## src/rtl/sevseg_pkg.sv

```systemverilog
package sevseg_pkg;

    localparam int BCD_W = 4;
    localparam int SEG_W = 7;

    typedef logic [BCD_W-1:0] bcd_t;
    typedef logic [SEG_W-1:0] seg_t;

    localparam seg_t SEG_DARK = '0;
    localparam seg_t SEG_ALL  = '1;

    // result of one digit position: its segments and the ripple towards the point
    typedef struct packed {
        seg_t seg;
        logic rb_out;
    } dig_out_t;

    // active-high glyph, bit 0 = a ... bit 6 = g
    function automatic seg_t glyph(input bcd_t code, input logic hex_en);
        seg_t s;
        case (code)
            4'd0:    s = 7'b0111111;
            4'd1:    s = 7'b0000110;
            4'd2:    s = 7'b1011011;
            4'd3:    s = 7'b1001111;
            4'd4:    s = 7'b1100110;
            4'd5:    s = 7'b1101101;
            4'd6:    s = 7'b1111101;
            4'd7:    s = 7'b0000111;
            4'd8:    s = 7'b1111111;
            4'd9:    s = 7'b1101111;
            4'd10:   s = 7'b1110111;
            4'd11:   s = 7'b1111100;
            4'd12:   s = 7'b0111001;
            4'd13:   s = 7'b1011110;
            4'd14:   s = 7'b1111001;
            default: s = 7'b1110001;
        endcase
        if (!hex_en && code > 4'd9) begin
            s = SEG_DARK;
        end
        return s;
    endfunction

endpackage

```

## src/rtl/seg_digit_dec.sv

```systemverilog
module seg_digit_dec
    import sevseg_pkg::*;
#(
    parameter bit HEX_EN = 1'b0
) (
    input  bcd_t     digit_i,
    input  logic     lamp_on_i,
    input  logic     blank_i,
    input  logic     rb_in_i,
    output dig_out_t out_o
);

    logic is_zero;
    logic suppress;

    always_comb begin
        is_zero      = (digit_i == '0);
        suppress     = rb_in_i && is_zero;
        out_o.rb_out = suppress;
        if (blank_i) begin
            out_o.seg = SEG_DARK;
        end else if (lamp_on_i) begin
            out_o.seg = SEG_ALL;
        end else if (suppress) begin
            out_o.seg = SEG_DARK;
        end else begin
            out_o.seg = glyph(digit_i, HEX_EN);
        end
    end

endmodule

```

## src/rtl/seg_chain.sv

```systemverilog
// Element 0 is the far end of a group; element N-1 sits next to the point.
module seg_chain
    import sevseg_pkg::*;
#(
    parameter int N      = 3,
    parameter bit HEX_EN = 1'b0
) (
    input  logic [N*BCD_W-1:0] digits_i,
    input  logic               lamp_on_i,
    input  logic               blank_i,
    output logic [N*SEG_W-1:0] segs_o
);

    logic [N:0]   rb;
    logic [N-1:0] rb_in;
    logic         unused_rb_tail;

    assign rb[0]          = 1'b1;
    assign unused_rb_tail = rb[N];

    for (genvar i = 0; i < N; i++) begin : g_dig
        dig_out_t d_out;

        if (i == N - 1) begin : g_anchor
            assign rb_in[i] = 1'b0;
        end else begin : g_link
            assign rb_in[i] = rb[i];
        end

        seg_digit_dec #(.HEX_EN(HEX_EN)) u_dec (
            .digit_i   (digits_i[i*BCD_W +: BCD_W]),
            .lamp_on_i (lamp_on_i),
            .blank_i   (blank_i),
            .rb_in_i   (rb_in[i]),
            .out_o     (d_out)
        );

        assign rb[i+1]                 = d_out.rb_out;
        assign segs_o[i*SEG_W +: SEG_W] = d_out.seg;
    end

endmodule

```

## src/rtl/sevseg_display.sv

```systemverilog
module sevseg_display
    import sevseg_pkg::*;
#(
    parameter int INT_DIGITS  = 3,
    parameter int FRAC_DIGITS = 3,
    parameter bit HEX_EN      = 1'b0,
    parameter bit ACTIVE_LOW  = 1'b0,
    localparam int NUM_DIGITS = INT_DIGITS + FRAC_DIGITS
) (
    input  logic                        clk,
    input  logic                        rst,
    input  logic [NUM_DIGITS*BCD_W-1:0] digits_i,
    input  logic                        lamp_test_n,
    input  logic                        blank,
    output logic [NUM_DIGITS*SEG_W-1:0] seg_o,
    output logic                        dp_o
);

    localparam int SEGS_W = NUM_DIGITS * SEG_W;
    localparam logic [SEGS_W:0] DARK_BUS = {(SEGS_W + 1){ACTIVE_LOW}};

    logic                          lamp_on;
    logic                          dp_raw;
    logic [INT_DIGITS*BCD_W-1:0]   int_far;
    logic [INT_DIGITS*SEG_W-1:0]   int_seg_far;
    logic [FRAC_DIGITS*SEG_W-1:0]  frac_seg;
    logic [SEGS_W-1:0]             raw_seg;
    logic [SEGS_W:0]               drive_d;
    logic [SEGS_W:0]               drive_q;

    assign lamp_on = ~lamp_test_n;
    assign dp_raw  = ~blank;

    // integer group: leftmost digit is the far end of its chain
    for (genvar i = 0; i < INT_DIGITS; i++) begin : g_int_map
        assign int_far[i*BCD_W +: BCD_W] =
            digits_i[(NUM_DIGITS-1-i)*BCD_W +: BCD_W];
        assign raw_seg[(NUM_DIGITS-1-i)*SEG_W +: SEG_W] =
            int_seg_far[i*SEG_W +: SEG_W];
    end

    seg_chain #(.N(INT_DIGITS), .HEX_EN(HEX_EN)) u_int_chain (
        .digits_i  (int_far),
        .lamp_on_i (lamp_on),
        .blank_i   (blank),
        .segs_o    (int_seg_far)
    );

    // fraction group: rightmost digit is the far end, order already matches
    seg_chain #(.N(FRAC_DIGITS), .HEX_EN(HEX_EN)) u_frac_chain (
        .digits_i  (digits_i[FRAC_DIGITS*BCD_W-1:0]),
        .lamp_on_i (lamp_on),
        .blank_i   (blank),
        .segs_o    (frac_seg)
    );

    assign raw_seg[FRAC_DIGITS*SEG_W-1:0] = frac_seg;

    if (ACTIVE_LOW) begin : g_pol_low
        assign drive_d = ~{dp_raw, raw_seg};
    end else begin : g_pol_high
        assign drive_d = {dp_raw, raw_seg};
    end

    always_ff @(posedge clk) begin
        if (rst) begin
            drive_q <= DARK_BUS;
        end else begin
            drive_q <= drive_d;
        end
    end

    assign {dp_o, seg_o} = drive_q;

endmodule

```

## config.mk

```make
export PLATFORM = sky130hd
export DESIGN_NAME = sevseg_display
export DESIGN_NICKNAME = d
export VERILOG_FILES = /design/src/rtl/sevseg_pkg.sv /design/src/rtl/seg_digit_dec.sv /design/src/rtl/seg_chain.sv /design/src/rtl/sevseg_display.sv
export SDC_FILE = /design/constraint.sdc
export NUM_CORES = 1
export LEC_CHECK = 0
export BUFFER_PORTS_ARGS = -buffer_cell sky130_fd_sc_hd__buf_2
export CORE_UTILIZATION = 50
export CTS_BUF_LIST = sky130_fd_sc_hd__clkbuf_4
export DETAILED_ROUTE_END_ITERATION = 8
export MAX_ROUTING_LAYER = met4
export PLACE_DENSITY = 0.75
export RECOVER_POWER = 50
export SETUP_SLACK_MARGIN = 0.05
export SLEW_MARGIN = 20
export SYNTH_ARGS = -nofsm -noshare
export SYNTH_HDL_FRONTEND = slang
export SYNTH_SLANG_ARGS = --single-unit
```

## constraint.sdc

```tcl
create_clock -name clk -period 2.8 [get_ports clk]
set_clock_uncertainty 0.1 [all_clocks]
set_input_delay 0.42 -clock clk [delete_from_list [all_inputs] [get_ports clk]]
set_output_delay 0.42 -clock clk [all_outputs]
set_load 0.05 [all_outputs]
```

==> impl_metrics.env <==
export IMPL_area_growth_pct=14.18
export IMPL_vias_per_cell=5.406
export IMPL_clk_pin_slew_worst_paths_ns=0.14
export IMPL_dr_pass1_iters=4
export IMPL_grt_overflow=0
export IMPL_cts_max_path_buffers=2
export IMPL_gp_congestion=0.9114
export IMPL_period_minus_slack_ns=1.668
export IMPL_maxCapViolCount=0
export IMPL_final_nets=436
export IMPL_finalHoldViolCount=0
export IMPL_crit_path_end_kind="output port"
export IMPL_yosysTopAreaCell="dfxtp_1"
export IMPL_yosys_top_cells_area="dfxtp_1 (31%), ha_1 (16%), a21oi_1 (6.5%)"
export IMPL_coreArea_sq_mm=0.005238
export IMPL_setup_viol=0
export IMPL_diodes=0
export IMPL_n_fill_cell=490
export IMPL_rows=26
export IMPL_synth_common_cells="dfxtp_1 (43), a21oi_1 (36), ha_1 (36)"
export IMPL_h_tree_depth=2
export IMPL_postRouteAntennaNets=0
export IMPL_worstPathMaxFanout=1
export IMPL_drtIter0Drc=107
export IMPL_synth_top_cell_area_share=0.3106
export IMPL_critical_path_class="flip-flop to output port"
export IMPL_yosys_cell_count_top_type="dfxtp_1"
export IMPL_cpLargestDelayFamily="buffers and inverters"
export IMPL_vias=2395
export IMPL_top_register="drive_q"
export IMPL_detail_route_wl_per_cell_um=12.75
export IMPL_antenna_found_initial=0
export IMPL_tns_ns=0
export IMPL_drive_gt1_frac=0.1662
export IMPL_track_usage=0.1998
export IMPL_worst_slack_ns=1.132
export IMPL_fp_dieH_um=76.45
export IMPL_largest_reg_flops=43
export IMPL_pin_count=71
export IMPL_avgSynthCellArea_sq_um=8.688
export IMPL_ys_seq_elements=43
export IMPL_grt_max_degree=44
export IMPL_worstSetupStartpointType="flip-flop"
export IMPL_numCtsBuffers=5
export IMPL_synthDistinctLibCells=39
export IMPL_rsz0062_at_grt="no"
export IMPL_grt_pass1_wl_um=9411
export IMPL_cts_sinks=43
export IMPL_die_w_um=76.45
export IMPL_largest_registers="drive_q: 43 flops"
export IMPL_cp_slowest_cell="clkbuf_1"
export IMPL_cpPeakStageDelay_ns=0.46
export IMPL_syn_area_sq_mm=0.002771
export IMPL_status="complete, no violations"
export IMPL_ctsResizeCount=0
export IMPL_dp_slack_ns=0.9038
export IMPL_hold_buffers=0
export IMPL_cts_tree="built"
export IMPL_holdPathEnd="drive_q[8]"
export IMPL_synthFlopType="dfxtp_1"
export IMPL_crit_arrival_ns=1.15
export IMPL_postCtsSetupRepairBufs=0
export IMPL_route_detailed_drc=0
export IMPL_syn_nets=383
export IMPL_async_flop_share=0
export IMPL_cp_buffers_inverters=1
export IMPL_routed_wl_um=5648
export IMPL_numPortBuffers=70
export IMPL_grt_pass1_vias=2070
export IMPL_ir_worst_vdd_v=0.0002206
export IMPL_path_cells="clkbuf_1"
export IMPL_die_area_sq_mm=0.005845
export IMPL_dpl_hpwl_um=4032
export IMPL_tightest_slew_ns=1.406
export IMPL_synthCells=319
export IMPL_start_util=0.5291
export IMPL_whs_path_depth=4
export IMPL_max_slew_margin=0.06278
export IMPL_fmax_mhz=599.6
export IMPL_cp_data_required_time_ns=2.28
export IMPL_yosysSeqAreaShare=0.3106
export IMPL_ys_warn_count=0
export IMPL_finalCritPeriodShare=0.5957
export IMPL_leakage_uw=0.001419
export IMPL_cts_root_buffer="clkbuf_4"
export IMPL_hp_start="digits_i[4]"
export IMPL_synth_edf_count=0
export IMPL_powerDensity_mw_per_mm2=494.0
export IMPL_final_max_slew_viol_count=0
export IMPL_hold_class="input pin to flip-flop"
-- where the power goes --
| part | internal, uW | switching (uW) |
|---|---|---|
| logic | 126 | 298 |
| registers | 647 | 7.92 |
| clock network | 288 | 195 |
| total | 1060 | 501 |
-- layout make-up --
| cell class | count | area [sq um] | share of cell area |
|---|---|---|---|
| inverter | 17 | 63.81 | 0.02017 |
| timing repair buffer | 70 | 317.8 | 0.1004 |
| multi-input combinational | 235 | 1729 | 0.5465 |
| sequential | 43 | 860.8 | 0.2720 |
| clock buffer | 6 | 45.04 | 0.01423 |
| tap | 70 | 87.58 | 0.02768 |
| clock inverter | 2 | 60.06 | 0.01898 |
-- metrics by stage --
| stage | utilization | instances | total power [uW] | hold WS (ns) | cell area (sq um) |
|---|---|---|---|---|---|
| final | 0.6042 | 443 | 1563 | 0.3496 | 3164 |
| after global routing | 0.6042 | 443 | 1644 | 0.3698 | 3164 |
| after CTS | 0.6104 | 443 | 1582 | 0.3326 | 3197 |
| after detailed placement | 0.5903 | 435 | 1096 | 0.7190 | 3092 |
| after global placement | 0.5903 | 435 | 1091 | 0.7144 | 3092 |
| after floorplan | - | 319 | 1002 | 0.5391 | 2771 |
-- layout by cell type (no fill, tap or decap), drive strengths merged, types with 10 or more instances in the layout --
cell type,netlist,routed
nand3,11,11
inv,17,17
nand2b,13,13
o21ai,10,10
nand2,14,14
a21oi,37,37
buf,12,44
nor2b,15,15
ha,36,36
dfxtp,43,43
nor2,18,18
o211ai,12,12
clkbuf,12,32
-- worst max-delay path by stage --
stage                   to  depth (start not counted)   startpoint
6_report          seg_o[1]                          1   drive_q[1]
5_1_grt        drive_q[25]                          3          rst
4_1_cts        drive_q[13]                          7  digits_i[0]
3_5_place_dp   drive_q[11]                          7  digits_i[0]
3_3_place_gp   drive_q[11]                          7  digits_i[0]
2_1_floorplan  drive_q[11]                          6  digits_i[0]
-- logic make-up (layout without fill, tap and decap cells) --
| kind of cell | count (synthesis) | after routing | synth area share |
|---|---|---|---|
| AO/OA/AOI/OAI | 103 | 103 | 0.2510 |
| adder cells (fa/ha/maj) | 36 | 36 | 0.1625 |
| buffers and inverters | 41 | 95 | 0.06546 |
| flip-flops | 43 | 43 | 0.3106 |
| multiplexers | 12 | 12 | 0.04560 |
| AND/OR/NAND/NOR | 84 | 84 | 0.1648 |
-- layer usage --
layer	up-vias	global-route usage	part of all wire
li1	1235	-	-
met2	54	0.3288	0.48
met3	7	0.03473	0.042
met5	-	-	0
met4	0	0.06346	0.012
met1	1099	0.2482	0.47
No activity file was read; power rests on OpenSTA's default activity.
